<file path="src/rtl/radio_spi_engine.sv">
module radio_spi_engine #(
  parameter int       HALF_DIV   = 2,
  parameter bit [7:0] CMD_REG_WR = 8'hC0,
  parameter bit [7:0] CMD_REG_RD = 8'h80,
  parameter bit [7:0] CMD_BUF_WR = 8'h60,
  parameter bit [7:0] CMD_BUF_RD = 8'h20
) (
  input  logic       clk,
  input  logic       rst_n,
  input  logic       cmd_valid,
  input  logic [1:0] cmd_kind,
  input  logic [7:0] cmd_addr,
  input  logic [7:0] cmd_len,
  output logic       cmd_ready,
  input  logic [7:0] wr_data,
  output logic       wr_pop,
  output logic [7:0] rd_data,
  output logic       rd_valid,
  output logic       done,
  output logic [8:0] done_count,
  output logic       spi_sclk,
  output logic       spi_mosi,
  input  logic       spi_miso,
  output logic       spi_cs_n,
  input  logic       irq_in,
  output logic       irq_out
);
  localparam int HCW = (HALF_DIV > 1) ? $clog2(HALF_DIV) : 1;
  localparam logic [HCW-1:0] HC_LAST = HCW'(HALF_DIV - 1);

  typedef enum logic [2:0] {S_IDLE, S_CMD, S_WLEN, S_WDATA, S_RLEN, S_RDATA, S_END} st_t;

  st_t            st;
  logic [1:0]     kind;
  logic [7:0]     len_r, sh, rx;
  logic [8:0]     left, moved;
  logic [2:0]     bitn;
  logic [HCW-1:0] hc;
  logic           sclk_r, cs_r;
  logic [7:0]     first_byte;
  logic [8:0]     len_plus, frame_take;

  wire tick    = (hc == HC_LAST);
  wire [7:0] rx_next = {rx[6:0], spi_miso};

  always_comb begin
    case (cmd_kind)
      2'd0:    first_byte = CMD_REG_WR | cmd_addr;
      2'd1:    first_byte = CMD_REG_RD | cmd_addr;
      2'd2:    first_byte = CMD_BUF_WR;
      default: first_byte = CMD_BUF_RD;
    endcase
  end

  assign len_plus   = {1'b0, rx} + 9'd1;
  assign frame_take = (len_plus < {1'b0, len_r}) ? len_plus : {1'b0, len_r};

  always_ff @(posedge clk or negedge rst_n) begin
    if (!rst_n) begin
      st <= S_IDLE; kind <= 2'd0; len_r <= 8'd0; sh <= 8'd0; rx <= 8'd0;
      left <= 9'd0; moved <= 9'd0; bitn <= 3'd0; hc <= '0;
      sclk_r <= 1'b0; cs_r <= 1'b1;
      rd_valid <= 1'b0; rd_data <= 8'd0; wr_pop <= 1'b0;
      done <= 1'b0; done_count <= 9'd0;
    end else begin
      rd_valid <= 1'b0;
      wr_pop   <= 1'b0;
      done     <= 1'b0;
      case (st)
        S_IDLE: if (cmd_valid) begin
          kind  <= cmd_kind;
          len_r <= cmd_len;
          cs_r  <= 1'b0;
          sclk_r <= 1'b0;
          hc    <= '0;
          bitn  <= 3'd0;
          moved <= 9'd0;
          sh    <= first_byte;
          st    <= S_CMD;
        end
        S_END: begin
          cs_r <= 1'b1;
          done <= 1'b1;
          done_count <= moved;
          st <= S_IDLE;
        end
        default: begin
          if (!tick) begin
            hc <= hc + 1'b1;
          end else begin
            hc <= '0;
            if (!sclk_r) begin
              rx <= rx_next;
              sclk_r <= 1'b1;
            end else begin
              sclk_r <= 1'b0;
              sh <= {sh[6:0], 1'b0};
              bitn <= bitn + 3'd1;
              if (bitn == 3'd7) begin
                case (st)
                  S_CMD: case (kind)
                    2'd0: begin sh <= wr_data; wr_pop <= 1'b1; left <= 9'd1; st <= S_WDATA; end
                    2'd1: begin sh <= 8'd0; left <= 9'd1; st <= S_RDATA; end
                    2'd2: begin sh <= len_r; st <= S_WLEN; end
                    default: begin sh <= 8'd0; st <= S_RLEN; end
                  endcase
                  S_WLEN: begin
                    if (len_r == 8'd0) st <= S_END;
                    else begin
                      sh <= wr_data; wr_pop <= 1'b1;
                      left <= {1'b0, len_r}; st <= S_WDATA;
                    end
                  end
                  S_WDATA: begin
                    moved <= moved + 9'd1;
                    if (left == 9'd1) st <= S_END;
                    else begin
                      sh <= wr_data; wr_pop <= 1'b1; left <= left - 9'd1;
                    end
                  end
                  S_RLEN: begin
                    if (frame_take == 9'd0) st <= S_END;
                    else begin
                      left <= frame_take; sh <= 8'd0; st <= S_RDATA;
                    end
                  end
                  default: begin
                    rd_data  <= rx;
                    rd_valid <= 1'b1;
                    moved <= moved + 9'd1;
                    sh <= 8'd0;
                    if (left == 9'd1) st <= S_END;
                    else left <= left - 9'd1;
                  end
                endcase
              end
            end
          end
        end
      endcase
    end
  end

  assign cmd_ready = (st == S_IDLE);
  assign spi_sclk  = sclk_r;
  assign spi_cs_n  = cs_r;
  assign spi_mosi  = sh[7];
  assign irq_out   = irq_in;
endmodule

</file>
<file path="config.mk">
export PLATFORM = sky130hd
export DESIGN_NAME = radio_spi_engine
export DESIGN_NICKNAME = d
export VERILOG_FILES = /design/src/rtl/radio_spi_engine.sv
export SDC_FILE = /design/constraint.sdc
export NUM_CORES = 1
export LEC_CHECK = 0
export BUFFER_PORTS_ARGS = -buffer_cell sky130_fd_sc_hd__buf_4
export CAP_MARGIN = 20
export CORE_MARGIN = 5
export CORE_UTILIZATION = 40
export DETAILED_ROUTE_END_ITERATION = 7
export MAX_ROUTING_LAYER = met4
export PLACE_DENSITY = 0.64
export SETUP_SLACK_MARGIN = 0.1
export SKIP_LAST_GASP = 1
export SYNTH_ARGS = -nofsm -noshare
export SYNTH_HDL_FRONTEND = slang
export SYNTH_SLANG_ARGS = --single-unit
</file>
<file path="constraint.sdc">
create_clock -name clk -period 3.7 [get_ports clk]
set_clock_uncertainty 0.15 [all_clocks]
set_input_delay 0.185 -clock clk [delete_from_list [all_inputs] [get_ports clk]]
set_output_delay 0.185 -clock clk [all_outputs]
set_load 0.03 [all_outputs]
</file>
; ---- Yosys cells after proc, flatten, opt, wreduce, memory -nomap -nowiden
; Cells that the tools add are included.
; W data, S select, Z words.
[totals]
input_bits = 31
ramBits = 0
mem_count = 0
wordCells = 128
mem_bits_ro = 0
out_inout_bits = 25
reg_bits = 73
latchBits = 0
[classes]
n_mul = 0
muxes = 58
bitwise_logic = 4
reduce_logical = 27
div_mod_pow = 0
order_cmp = 1
add_sub_neg = 5
eq_ne = 17
shift = 0
[op_table]
columns = operator, count
row1 = $mux W9, 10
row2 = $mux W8, 7
row3 = $pmux W8 S2, 2
row4 = $pmux W8 S4, 1
row5 = $mux W3, 9
row6 = $pmux W9 S3, 1
row7 = $pmux W8 S3, 1
row8 = $pmux W3 S3, 2
row9 = $pmux W9 S2, 1
row10 = $mux W1, 17
row11 = $pmux W3 S2, 2
row12 = $reduce_and A5 Y1, 2
row13 = $add A8 B1 Y9 const B, 1
row14 = $add A9 B1 Y9 const B, 1
row15 = $eq A3 B3 Y1 const B, 3
row16 = $eq A9 B1 Y1 const B, 1
row17 = $logic_not A9 Y1, 1
row18 = $lt A9 B8 Y1, 1
row19 = $reduce_bool A3 Y1, 3
row20 = $sub A9 B1 Y9 const B, 1
row21 = $logic_not A8 Y1, 1
row22 = $ne A2 B2 Y1 const B, 4
row23 = $reduce_and A8 Y1, 1
row24 = $reduce_bool A2 Y1, 4
row25 = 22 further kinds, 35

; ---- Longest topological paths before layout
; Gate-level depths: netlist (run 1).
[depth]
ltp_word = 10
depth_mapped = 13
depth_no_buf = 11

; ---- Worst setup path before layout (run 1)
; Ideal clock, no wire load.
[synth_path]
path_kind = reg-to-reg
startpoint = register rx[0]
endpoint = register left[7]
arrival_ns = 3.081
path_slack_ns = 0.345
synth_period_minus_slack_ns = 3.355
setup_ns = 0.125
path_buffers = 2
path_stages_with_launch = 14
required_time_ns = 3.425
path_cell_list = dfrtp_1 > ha_1 > nand2_1 > nor3_1 > xor2_1 > ha_1 > a21oi_1 > o221ai_2 > or3_1 > buf_4 > nor4_2 > or3_1 > buf_4 > mux2_2
[synth_via]
elab_chain_cells = 6
elab_cells_between_ends = 8
classes_between = add/sub: 1 / order compare: 1 / eq/ne: 1 / mux: 3 / reduce/logical: 2
[synth_lines]
columns = element, line
row1 = start: declaration, 35  ; logic [7:0] len_r, sh, rx;
row2 = start signal: assignment, 93  ; rx <= rx_next;
row3 = $add A8 B1 Y9 *, 55  ; assign len_plus = {1'b0, rx} + 9'd1;
row4 = $lt A9 B8 Y1, 56  ; assign frame_take = (len_plus < {1'b0, len_r}) ? len_plus : {1'b0, len_r};
row5 = $mux W9 *, 56
row6 = $logic_not A9 Y1, 122  ; if (frame_take == 9'd0) st <= S_END;
row7 = $ne A2 B2 Y1 (no source line), --
row8 = $reduce_and A8 Y1 (no source line), --
row9 = end signal: assignment, 133  ; else left <= left - 9'd1;
row10 = end: declaration, 36  ; logic [8:0] left, moved;
; Mark *: on every way between the ends. The rest lies on a longest branch, timed or not. The select of a mux whose other input is x is not followed.
; A chain may end at the register's enable or synchronous reset.

; ---- Worst setup path after layout (run 1)
[layout_path]
startpoint = register rx[1]
endpoint = register left[7]
; Same word-level chain as after synthesis.

==> results of run 1 <==
[worst register-to-register path, delay by kind of cell (launching register included)]
family / cells / cell delay (ps)
DFF: 1 / 410
and+or+nand+nor: 5 / 1290
adders and majority gates: 2 / 510
xor gates and xnor gates: 1 / 210
AOI/OAI and AO/OA: 2 / 340
muxes: 1 / 330
[registers in the layout (all words and copies together), names as in the netlist, 2 cells and up]
name        cells
done_count      9
left            9
moved           9
len_r           8
rd_data         8
rx              8
sh              8
bitn            3
st              3
kind            2
[Yosys cell counts, types with 5 or more instances]
cell       n
nand3_1   15
a22o_1     7
a221oi_1   6
xnor2_1    6
xor2_1    10
o21ai_0   30
nand2_1   78
ha_1      13
inv_1     26
buf_2      9
nor3_1    11
mux2i_1    8
mux2_2    17
or3_1     10
a21oi_1   27
buf_4      6
dfrtp_1   72
nand4_1    5
nor2_1    26
clkbuf_1   6
[final timing paths]
check,from,endpoint,cells past startpoint
max,rx[1],left[7],11
min,cmd_addr[3],sh[3],5
max reg2reg,rx[1],left[7],11
min reg2reg,done_count[6],done_count[6],2
max in group asynchronous,rst_n,rx[1],2
min in group asynchronous,rst_n,done,2
[area by class of cell]
type | count | area (sq um)
Fill cell | 991 | 5530
Multi-Input combinational cell | 356 | 2350
Sequential cell | 73 | 1830
Timing Repair Buffer | 77 | 611
Tap cell | 140 | 175
Clock buffer | 11 | 141
Inverter | 26 | 97.6
Clock inverter | 5 | 55.1
[cell families (layout without fill, tap and decap cells)]
logic type / Yosys count / count (layout) / share of synthesized area
XOR/XNOR: 16 / 16 / 0.0320
flip-flops: 73 / 73 / 0.417
adder cells (fa/ha/maj): 13 / 13 / 0.0371
AO/OA/AOI/OAI: 123 / 123 / 0.199
buffers and inverters: 51 / 119 / 0.0514
multiplexers: 27 / 27 / 0.0670
AND/OR/NAND/NOR: 177 / 177 / 0.196
[routing by layer]
metal  up-vias  share of wire
li1       1856              -
met1      1860           0.43
met2       120           0.49
met3        26          0.058
met4         0          0.024
met5         -              0
[per-stage QoR]
stage | cell area [sq um] | hold WS [ps] | worst slack (ps) | instances
finish | 5260 | 13.9 | 347 | 688
detailed placement | 4910 | 220 | 120 | 658
floorplan | 4390 | -261 | 345 | 480
CTS | 5240 | 12.9 | 176 | 687
global placement | 4910 | 220 | 197 | 658
global route | 5260 | 35.2 | 114 | 688
[power groups by stage]
stage	combinational (mW)	clock (mW)	sequential [mW]
detailed placement	2.11	0	1.41
CTS	2.14	0.654	1.39
global route	2.41	0.692	1.45
global placement	2.08	0	1.40
floorplan	1.61	0	1.33
finish	2.17	0.639	1.40
[what timing repair did]
| action | in CTS | in global routing |
|---|---|---|
| gates resized for setup | 1 | 4 |
| pin swaps | 0 | 2 |
| hold endpoints to repair | 85 | 0 |
| gates cloned | 0 | 0 |
| setup buffers | 0 | 1 |
| hold buffers | 13 | 0 |
| endpoints found under the setup margin | 4 | 16 |
==> impl_metrics.json, run 1 <==
{
  "status": "complete, no violations",
  "grt_use_met1": 0.231,
  "layout_commonest_cell": "nand2_1",
  "grtUsageTotal": 0.184,
  "nets": 587,
  "antenna-diode-count": 0,
  "swShare": 0.453,
  "clk_pin_slew_ps": 80,
  "mostFrequentLayoutCells": "78 x nand2_1, 71 x dfrtp_1, 64 x buf_4",
  "die-area_sq_mm": 0.0132,
  "port_buffers": 52,
  "ys_warn_count": 0,
  "rows": 38,
  "cts_made_buffers": 9,
  "startpoint_type": "flop",
  "met3_usage": 0.0375,
  "clock_latency_ps": 360,
  "ys_ff_latch": 73,
  "ys_seq_area_frac": 0.417,
  "worstPathRequired_ps": 3800,
  "synth_area_leaders": "dfrtp_1 41%, nand2_1 6.7%, mux2_2 4.4%",
  "grt_pass1_wl_um": 18800,
  "slowest_stage": "or3_1",
  "drc_errors": 0,
  "ant_nets": 0,
  "clk_path_buf_depth": 2,
  "num_vias": 3862,
  "ctsRootBufferMaster": "clkbuf_8",
  "setup-tns-final_ps": 0,
  "netlist_instances": 480,
  "met2_usage": 0.293,
  "wirelength_um": 11400,
  "internal_power_mw": 2.30,
  "max-vdd-ir-drop_mv": 0.325,
  "synth_area_sq_mm": 0.00439,
  "synth_cell_type_count": 67,
  "cp_max_fo": 6,
  "endpoint_kind": "flop",
  "async_reset_ff_frac": 1.00,
  "core_area_sq_mm": 0.0108,
  "synth_top_area_cell": "dfrtp_1",
  "die_x_um": 115,
  "cp_top_family": "simple AND/OR/NAND/NOR gates",
  "p_clk_frac": 0.152,
  "area_growth_pct": 20.0,
  "htree_levels": 3,
  "layout-drive-gt1-share": 0.210,
  "start_util": 0.406,
  "max_freq_mhz": 298,
  "grt_max_degree": 74,
  "ios": 56,
  "seqPwrFrac": 0.333,
  "synth_top_area_share": 0.411,
  "avgSynthCellArea_sq_um": 9.14,
  "pwr-share-comb": 0.515,
  "reg2reg_slack_ps": 350,
  "total_power_mw": 4.21,
  "wl_per_cell_um": 16.5,
  "worst_slew_pin_slew_ps": 926,
  "gp_congestion": 0.895,
  "grt_antenna_before_repair": 0,
  "crit_buf_inv": 0,
  "p_leak_nw": 2.47,
  "drtIter0Drc": 335,
  "cpPeakStageDelay_ps": 450,
  "finalMaxSlewViolations": 0,
  "period_needed_ps": 3350,
  "cp.arrival_ps": 3450,
  "power.net_switching_mw": 1.91,
  "die-height_um": 115,
  "vias_per_cell": 5.61,
  "firstDrtPassIters": 5,
  "synth_edf_count": 0,
  "final_util": 0.488,
  "hold_viol_final": 0,
  "finalCritPeriodShare": 0.906,
  "ys.flop_type": "dfrtp_1",
  "cts_tree": "yes",
  "relSlewSlack": 0.383,
  "cts_sinks": 73,
  "busiest_layer": "met2",
  "crit_path_cell_trace": "ha_2 -> nand2_1 -> nor3_2 -> xor2_1 -> ha_1 -> a21oi_1 -> o221ai_2 -> or3_1 -> nor4_4 -> or3_4 -> mux2_2",
  "syn-num-nets": 524,
  "rsz0062_at_grt": "false",
  "grt_pass1_vias": 3849,
  "maxCapViolCount": 0,
  "hold_path_class": "primary input to flop",
  "grt.overflow.total": 0,
  "path_class": "flop to flop",
  "setup_viol": 0,
  "cellPowerDensity_mw_per_mm2": 800,
  "hpwl_um": 8400
}
Power figures use the tool's default switching activity.
==> inputs of run 2 (changes only) <==
- ABC_AREA: not set -> 1
- HOLD_SLACK_MARGIN: not set -> 0.12
==> run 2 against run 1 <==
- via count is 1.3% higher
- sequential cell count unchanged
- sequential share of layout area up 0.18 points
- critical path type unchanged
- critical path depth rose by 9
- first-iteration DRC count is 48% lower
- largest cell class unchanged
- synthesized area down 2.9%
- die area is 2.7% lower
- final cell count increased by 12%
- synthesized cell count increased by 15%
- fmax rose by 1.0%
- highest routed layer unchanged
- power is 1.1% higher
==> impl_metrics.json, run 2 <==
{
  "synth_area_sq_mm": 0.00426,
  "htree_levels": 3,
  "stdcell_count": 772,
  "worst_slew_pin_slew_ps": 933,
  "ys_warn_count": 0,
  "crit_path_cell_trace": "ha_1 -> nand3_2 -> nor2_1 -> xor2_1 -> inv_1 -> ha_1 -> nand2_1 -> nand2_1 -> nand2_1 -> nand2_1 -> nor2_4 -> nand2_4 -> o21ai_2 -> nand2_1 -> nor2_4 -> nand3_4 -> nand2_4 -> inv_2 -> o21ai_0 -> o21ai_1",
  "slowest_stage": "dfrtp_1",
  "cpMostUsedCell": "nand2_1",
  "swShare": 0.491,
  "syn-num-nets": 597,
  "cp.arrival_ps": 3410,
  "antenna-diode-count": 0,
  "setup_viol": 0,
  "clock_latency_ps": 360,
  "synth_top_area_share": 0.423,
  "p_clk_frac": 0.154,
  "nets": 675,
  "start_util": 0.411,
  "synth_area_leaders": "dfrtp_1 42%, nand2_1 13%, inv_1 6.2%",
  "die-area_sq_mm": 0.0128,
  "async_reset_ff_frac": 1.00,
  "grt_antenna_before_repair": 0,
  "setup-tns-final_ps": 0,
  "wirelength_um": 11100,
  "max-vdd-ir-drop_mv": 0.342,
  "hold_viol_final": 0,
  "holdWs_ps": 135,
  "endpoint_kind": "flop",
  "gp_congestion": 0.933,
  "dp_cells": 733,
  "ctsRootBufferMaster": "clkbuf_8",
  "hp-start": "wr_data[7]",
  "largestRegisters": "done_count: 9 flops, left: 9 flops, moved: 9 flops",
  "core_area_sq_mm": 0.0104,
  "status": "complete, no violations",
  "avgSynthCellArea_sq_um": 7.70,
  "clk_path_buf_depth": 2,
  "cp_max_fo": 10,
  "clk_pin_slew_ps": 90,
  "synth_most_common_cell": "nand2_1",
  "ant_nets": 0,
  "cpPeakStageDelay_ps": 400,
  "hold_path_class": "primary input to flop",
  "hpwl_um": 7820,
  "rsz0062_at_grt": "false",
  "drc_errors": 0,
  "layout_commonest_cell": "nand2_1",
  "worstPathRequired_ps": 3790,
  "cts_made_buffers": 9,
  "finalCritPeriodShare": 0.897,
  "startpoint_type": "flop",
  "firstDrtPassIters": 4,
  "cellPowerDensity_mw_per_mm2": 813,
  "r2r_end": "left[1]",
  "grt_pass1_wl_um": 19100,
  "maxCapViolCount": 0,
  "drtIter0Drc": 174,
  "final_area_sq_mm": 0.00523,
  "seqPwrFrac": 0.301,
  "grt.overflow.total": 0,
  "worstHoldPathCells": 5,
  "cts_tree": "yes",
  "die_x_um": 113,
  "num_vias": 3912,
  "internal_power_mw": 2.17,
  "layout_setup_ws_ps": 381,
  "area_growth_pct": 22.9,
  "cts_sinks": 73,
  "rows": 37,
  "reg2reg_depth": 20,
  "p_leak_nw": 2.60,
  "rr_startpoint": "rx[1]",
  "ys.flop_type": "dfrtp_1",
  "placed_area_sq_mm": 0.00480,
  "synth_top_area_cell": "dfrtp_1",
  "pwr-share-comb": 0.545,
  "reg2reg_slack_ps": 380,
  "synth_common_cells": "146 x nand2_1, 72 x dfrtp_1, 70 x inv_1, 52 x o21ai_0, 40 x a21oi_1",
  "grt_pass1_vias": 3911,
  "period_needed_ps": 3320,
  "die-height_um": 113,
  "netlist_instances": 553,
  "hold_end": "sh[7]",
  "power.net_switching_mw": 2.09,
  "mostFrequentLayoutCells": "145 x nand2_1, 72 x dfrtp_1, 70 x inv_1",
  "dp_slack_ps": 335,
  "ios": 56,
  "layout-drive-gt1-share": 0.187,
  "ys_seq_area_frac": 0.429,
  "synth_edf_count": 0,
  "synth_cell_type_count": 45,
  "vias_per_cell": 5.07,
  "grtUsageTotal": 0.189,
  "path_class": "flop to flop",
  "relSlewSlack": 0.378,
  "max_freq_mhz": 301,
  "ys_ff_latch": 73,
  "grt_max_degree": 74,
  "wl_per_cell_um": 14.4,
  "finalMaxSlewViolations": 0,
  "port_buffers": 52
}
run 2: cell types whose count changed in the layout (fill, tap and decap cells not counted), moves of 9 or more:
| cell | previous run | this run |
|---|---|---|
| a21oi_1 | 27 | 40 |
| inv_1 | 26 | 70 |
| mux2_2 | 17 | 0 |
| nand2_1 | 78 | 145 |
| nor2_1 | 26 | 35 |
| o21ai_0 | 30 | 52 |
| or3_1 | 9 | 0 |
run 2: layer usage:
metal,track usage,routed length [um],up-vias
met4,0.0713,219,0
met5,-,0,-
met1,0.249,5210,1825
met3,0.0316,514,18
met2,0.294,5200,98
li1,-,-,1971
run 2: what timing repair did:
action | CTS | global route
setup endpoints to repair | 0 | 12
resized for setup | 0 | 3
setup buffers | 0 | 2
hold buffers | 21 | 0
hold endpoints to repair | 91 | 0
run 2: logic make-up after synthesis:
family / share of synthesized area
adders and majority gates: 0.0382
and+or+nand+nor: 0.272
buffers and inverters: 0.0814
DFF: 0.429
AOI/OAI and AO/OA: 0.167
xor gates and xnor gates: 0.0123
run 2: power by group through the flow:
stage                     clock network [mW]  logic, mW  registers [mW]
after global placement                     0       2.18            1.28
final                                  0.656       2.32            1.28
after global routing                   0.706       2.64            1.31
after CTS                              0.670       2.27            1.27
after detailed placement                   0       2.23            1.29
after floorplan                            0       1.58            1.35
run 2: cell type report:
| type | count | area [sq um] |
|---|---|---|
| multi-input cells | 390 | 2090 |
| well taps | 136 | 170 |
| flip-flops and latches | 73 | 1830 |
| inverters | 78 | 294 |
| repair buffers | 79 | 646 |
| fillers | 1032 | 5140 |
| clock inverters | 7 | 76.3 |
| clock buffers | 9 | 124 |
run 2: metrics by stage:
step / power (mW) / util
CTS: 4.21 / 0.502
global route: 4.66 / 0.504
global placement: 3.46 / 0.462
floorplan: 2.93 / -
detailed placement: 3.52 / 0.462
finish: 4.25 / 0.504
run 2: worst max path at each step:
stage | start | to | slack, ps | depth (start not counted)
floorplan | rx[0] | left[1] | 760 | 20
global placement | rx[1] | left[1] | 420 | 20
detailed placement | rx[1] | left[1] | 330 | 20
CTS | rx[1] | left[1] | 310 | 20
global route | rx[1] | left[1] | 80 | 20
finish | rx[1] | left[1] | 380 | 20
run 2: worst max-delay path: cells and delay by family, from the launching register on:
| kind | cells | cell delay [ps] |
|---|---|---|
| XOR/XNOR | 1 | 220 |
| flip-flops | 1 | 400 |
| AND/OR/NAND/NOR | 12 | 1400 |
| adder cells (fa/ha/maj) | 2 | 500 |
| AO/OA/AOI/OAI | 3 | 340 |
| buffers and inverters | 2 | 170 |
==> inputs of run 3 (changes only) <==
- CELL_PAD_IN_SITES_DETAIL_PLACEMENT: not set -> 1
- CELL_PAD_IN_SITES_GLOBAL_PLACEMENT: not set -> 1
- PLACE_DENSITY: 0.64 -> 0.81
==> run 3 against run 2 <==
- sequential power hardly changed
- wire length up 11%
- die area unchanged
- combinational power up 3%
- fmax rose by 0.29%
- non-clock buffer count shrank 1
- via count rose by 1.7%
- highest routed layer unchanged
==> impl_metrics.json, run 3 (synthesis results as in run 2) <==
{
  "grt_max_degree": 74,
  "die-height_um": 113,
  "cts_made_buffers": 9,
  "core_area_sq_mm": 0.0104,
  "firstDrtPassIters": 4,
  "htree_levels": 3,
  "gp_congestion": 0.921,
  "layout_setup_ws_ps": 391,
  "grt_antenna_before_repair": 0,
  "maxCapViolCount": 0,
  "cp.arrival_ps": 3410,
  "grt_pass1_vias": 4192,
  "largestRegisters": "done_count: 9 flops, left: 9 flops, moved: 9 flops",
  "slowest_stage": "dfrtp_1",
  "multi_input_comb_area_sq_mm": 0.00209,
  "layout_commonest_cell": "nand2_1",
  "die_x_um": 113,
  "period_needed_ps": 3310,
  "drc_errors": 0,
  "relSlewSlack": 0.320,
  "grt_pass1_wl_um": 20700,
  "port_buffers": 52,
  "setup-tns-final_ps": 0,
  "drtIter0Drc": 127,
  "ctsRootBufferMaster": "clkbuf_8",
  "antenna-diode-count": 0,
  "cts_sinks": 73,
  "nets": 674,
  "rsz0062_at_grt": "false",
  "hpwl_um": 8900,
  "cpMostUsedCell": "nand2_1",
  "clk_path_buf_depth": 2,
  "startpoint_type": "flop",
  "ios": 56,
  "grtUsageTotal": 0.206,
  "grt.overflow.total": 0,
  "cts_tree": "yes",
  "wl_per_cell_um": 16.1,
  "path_class": "flop to flop",
  "dp_slack_ps": 287,
  "ant_nets": 0,
  "seq_area_sq_mm": 0.00183,
  "clk_pin_slew_ps": 90,
  "area_growth_pct": 22.2,
  "endpoint_kind": "flop",
  "hold_viol_final": 0,
  "cellPowerDensity_mw_per_mm2": 825,
  "cp_top_family": "simple AND/OR/NAND/NOR gates",
  "max_freq_mhz": 302,
  "layout-drive-gt1-share": 0.186,
  "worstPathRequired_ps": 3800,
  "status": "complete, no violations",
  "vias_per_cell": 5.16,
  "die-area_sq_mm": 0.0128,
  "cp_max_fo": 10,
  "crit_path_cell_trace": "ha_1 -> nand3_2 -> nor2_1 -> xor2_1 -> inv_1 -> ha_1 -> nand2_1 -> nand2_1 -> nand2_1 -> nand2_1 -> nor2_4 -> nand2_4 -> o21ai_2 -> nand2_1 -> nor2_4 -> nand3_4 -> nand2_4 -> inv_2 -> nand2_1 -> o21ai_1",
  "fillCellCount": 1297,
  "mostFrequentLayoutCells": "145 x nand2_1, 72 x dfrtp_1, 70 x inv_1",
  "finalCritPeriodShare": 0.894,
  "reg2reg_depth": 20,
  "cp.depth": 20,
  "finalMaxSlewViolations": 0,
  "cpPeakStageDelay_ps": 400,
  "rows": 37,
  "setup_viol": 0,
  "p_leak_nw": 2.59,
  "hold_path_class": "primary input to flop",
  "worstHoldPathCells": 5,
  "clock_latency_ps": 370,
  "crit_buf_inv": 2,
  "wirelength_um": 12400,
  "worst_slew_pin_slew_ps": 1010,
  "max-vdd-ir-drop_mv": 0.331,
  "num_vias": 3980,
  "start_util": 0.411
}
## run 3: report_power, final
part           switching (mW)  total [mW]  internal (mW)
registers               0.225        1.28           1.06
clock network           0.357       0.612          0.255
logic                    1.59        2.40          0.804
## run 3: repair_timing
| action | CTS | global route |
|---|---|---|
| endpoints found under the hold margin | 91 | 0 |
| setup endpoints to repair | 0 | 12 |
| resized for setup | 0 | 3 |
| setup buffers | 0 | 2 |
| hold buffers | 20 | 0 |
## run 3: area by class of cell
cell class,count,area share
Inverter,78,0.0565
Multi-Input combinational cell,390,0.402
Tap cell,136,0.0327
Sequential cell,73,0.351
Clock inverter,7,0.0115
Timing Repair Buffer,78,0.122
Clock buffer,9,0.0238
## run 3: stage by stage
| stage | hold WS, ps | power (mW) | instances | instance area (sq um) | utilization |
|---|---|---|---|---|---|
| global route | 145 | 4.68 | 771 | 5200 | 0.502 |
| finish | 133 | 4.29 | 771 | 5200 | 0.502 |
| global placement | 220 | 3.48 | 733 | 4800 | 0.462 |
| detailed placement | 220 | 3.61 | 733 | 4800 | 0.462 |
| CTS | 121 | 4.27 | 769 | 5180 | 0.500 |
| floorplan | -261 | 2.93 | 553 | 4260 | - |
## run 3: final timing paths
check | slack, ps | end | from
min in group asynchronous | 340 | rd_data[6] | rst_n
max reg2reg | 390 | left[3] | rx[1]
min reg2reg | 330 | spi_cs_n | spi_cs_n
max | 390 | left[3] | rx[1]
min | 130 | sh[0] | wr_data[0]
max in group asynchronous | 2400 | len_r[3] | rst_n
## run 3: routing by layer
metal / global-route usage / vias up / routed length [um]
met5: - / - / 0
met1: 0.253 / 1935 / 5660
li1: - / 1968 / -
met2: 0.346 / 58 / 6200
met4: 0.0713 / 0 / 222
met3: 0.0283 / 19 / 342
## run 3: worst reg2reg max path: cells and delay by family (launching register included)
| family | cells | cell delay, ps |
|---|---|---|
| flip-flops | 1 | 400 |
| buffers and inverters | 2 | 170 |
| AO/OA/AOI/OAI | 2 | 220 |
| adder cells (fa/ha/maj) | 2 | 510 |
| AND/OR/NAND/NOR | 13 | 1530 |
| XOR/XNOR | 1 | 220 |
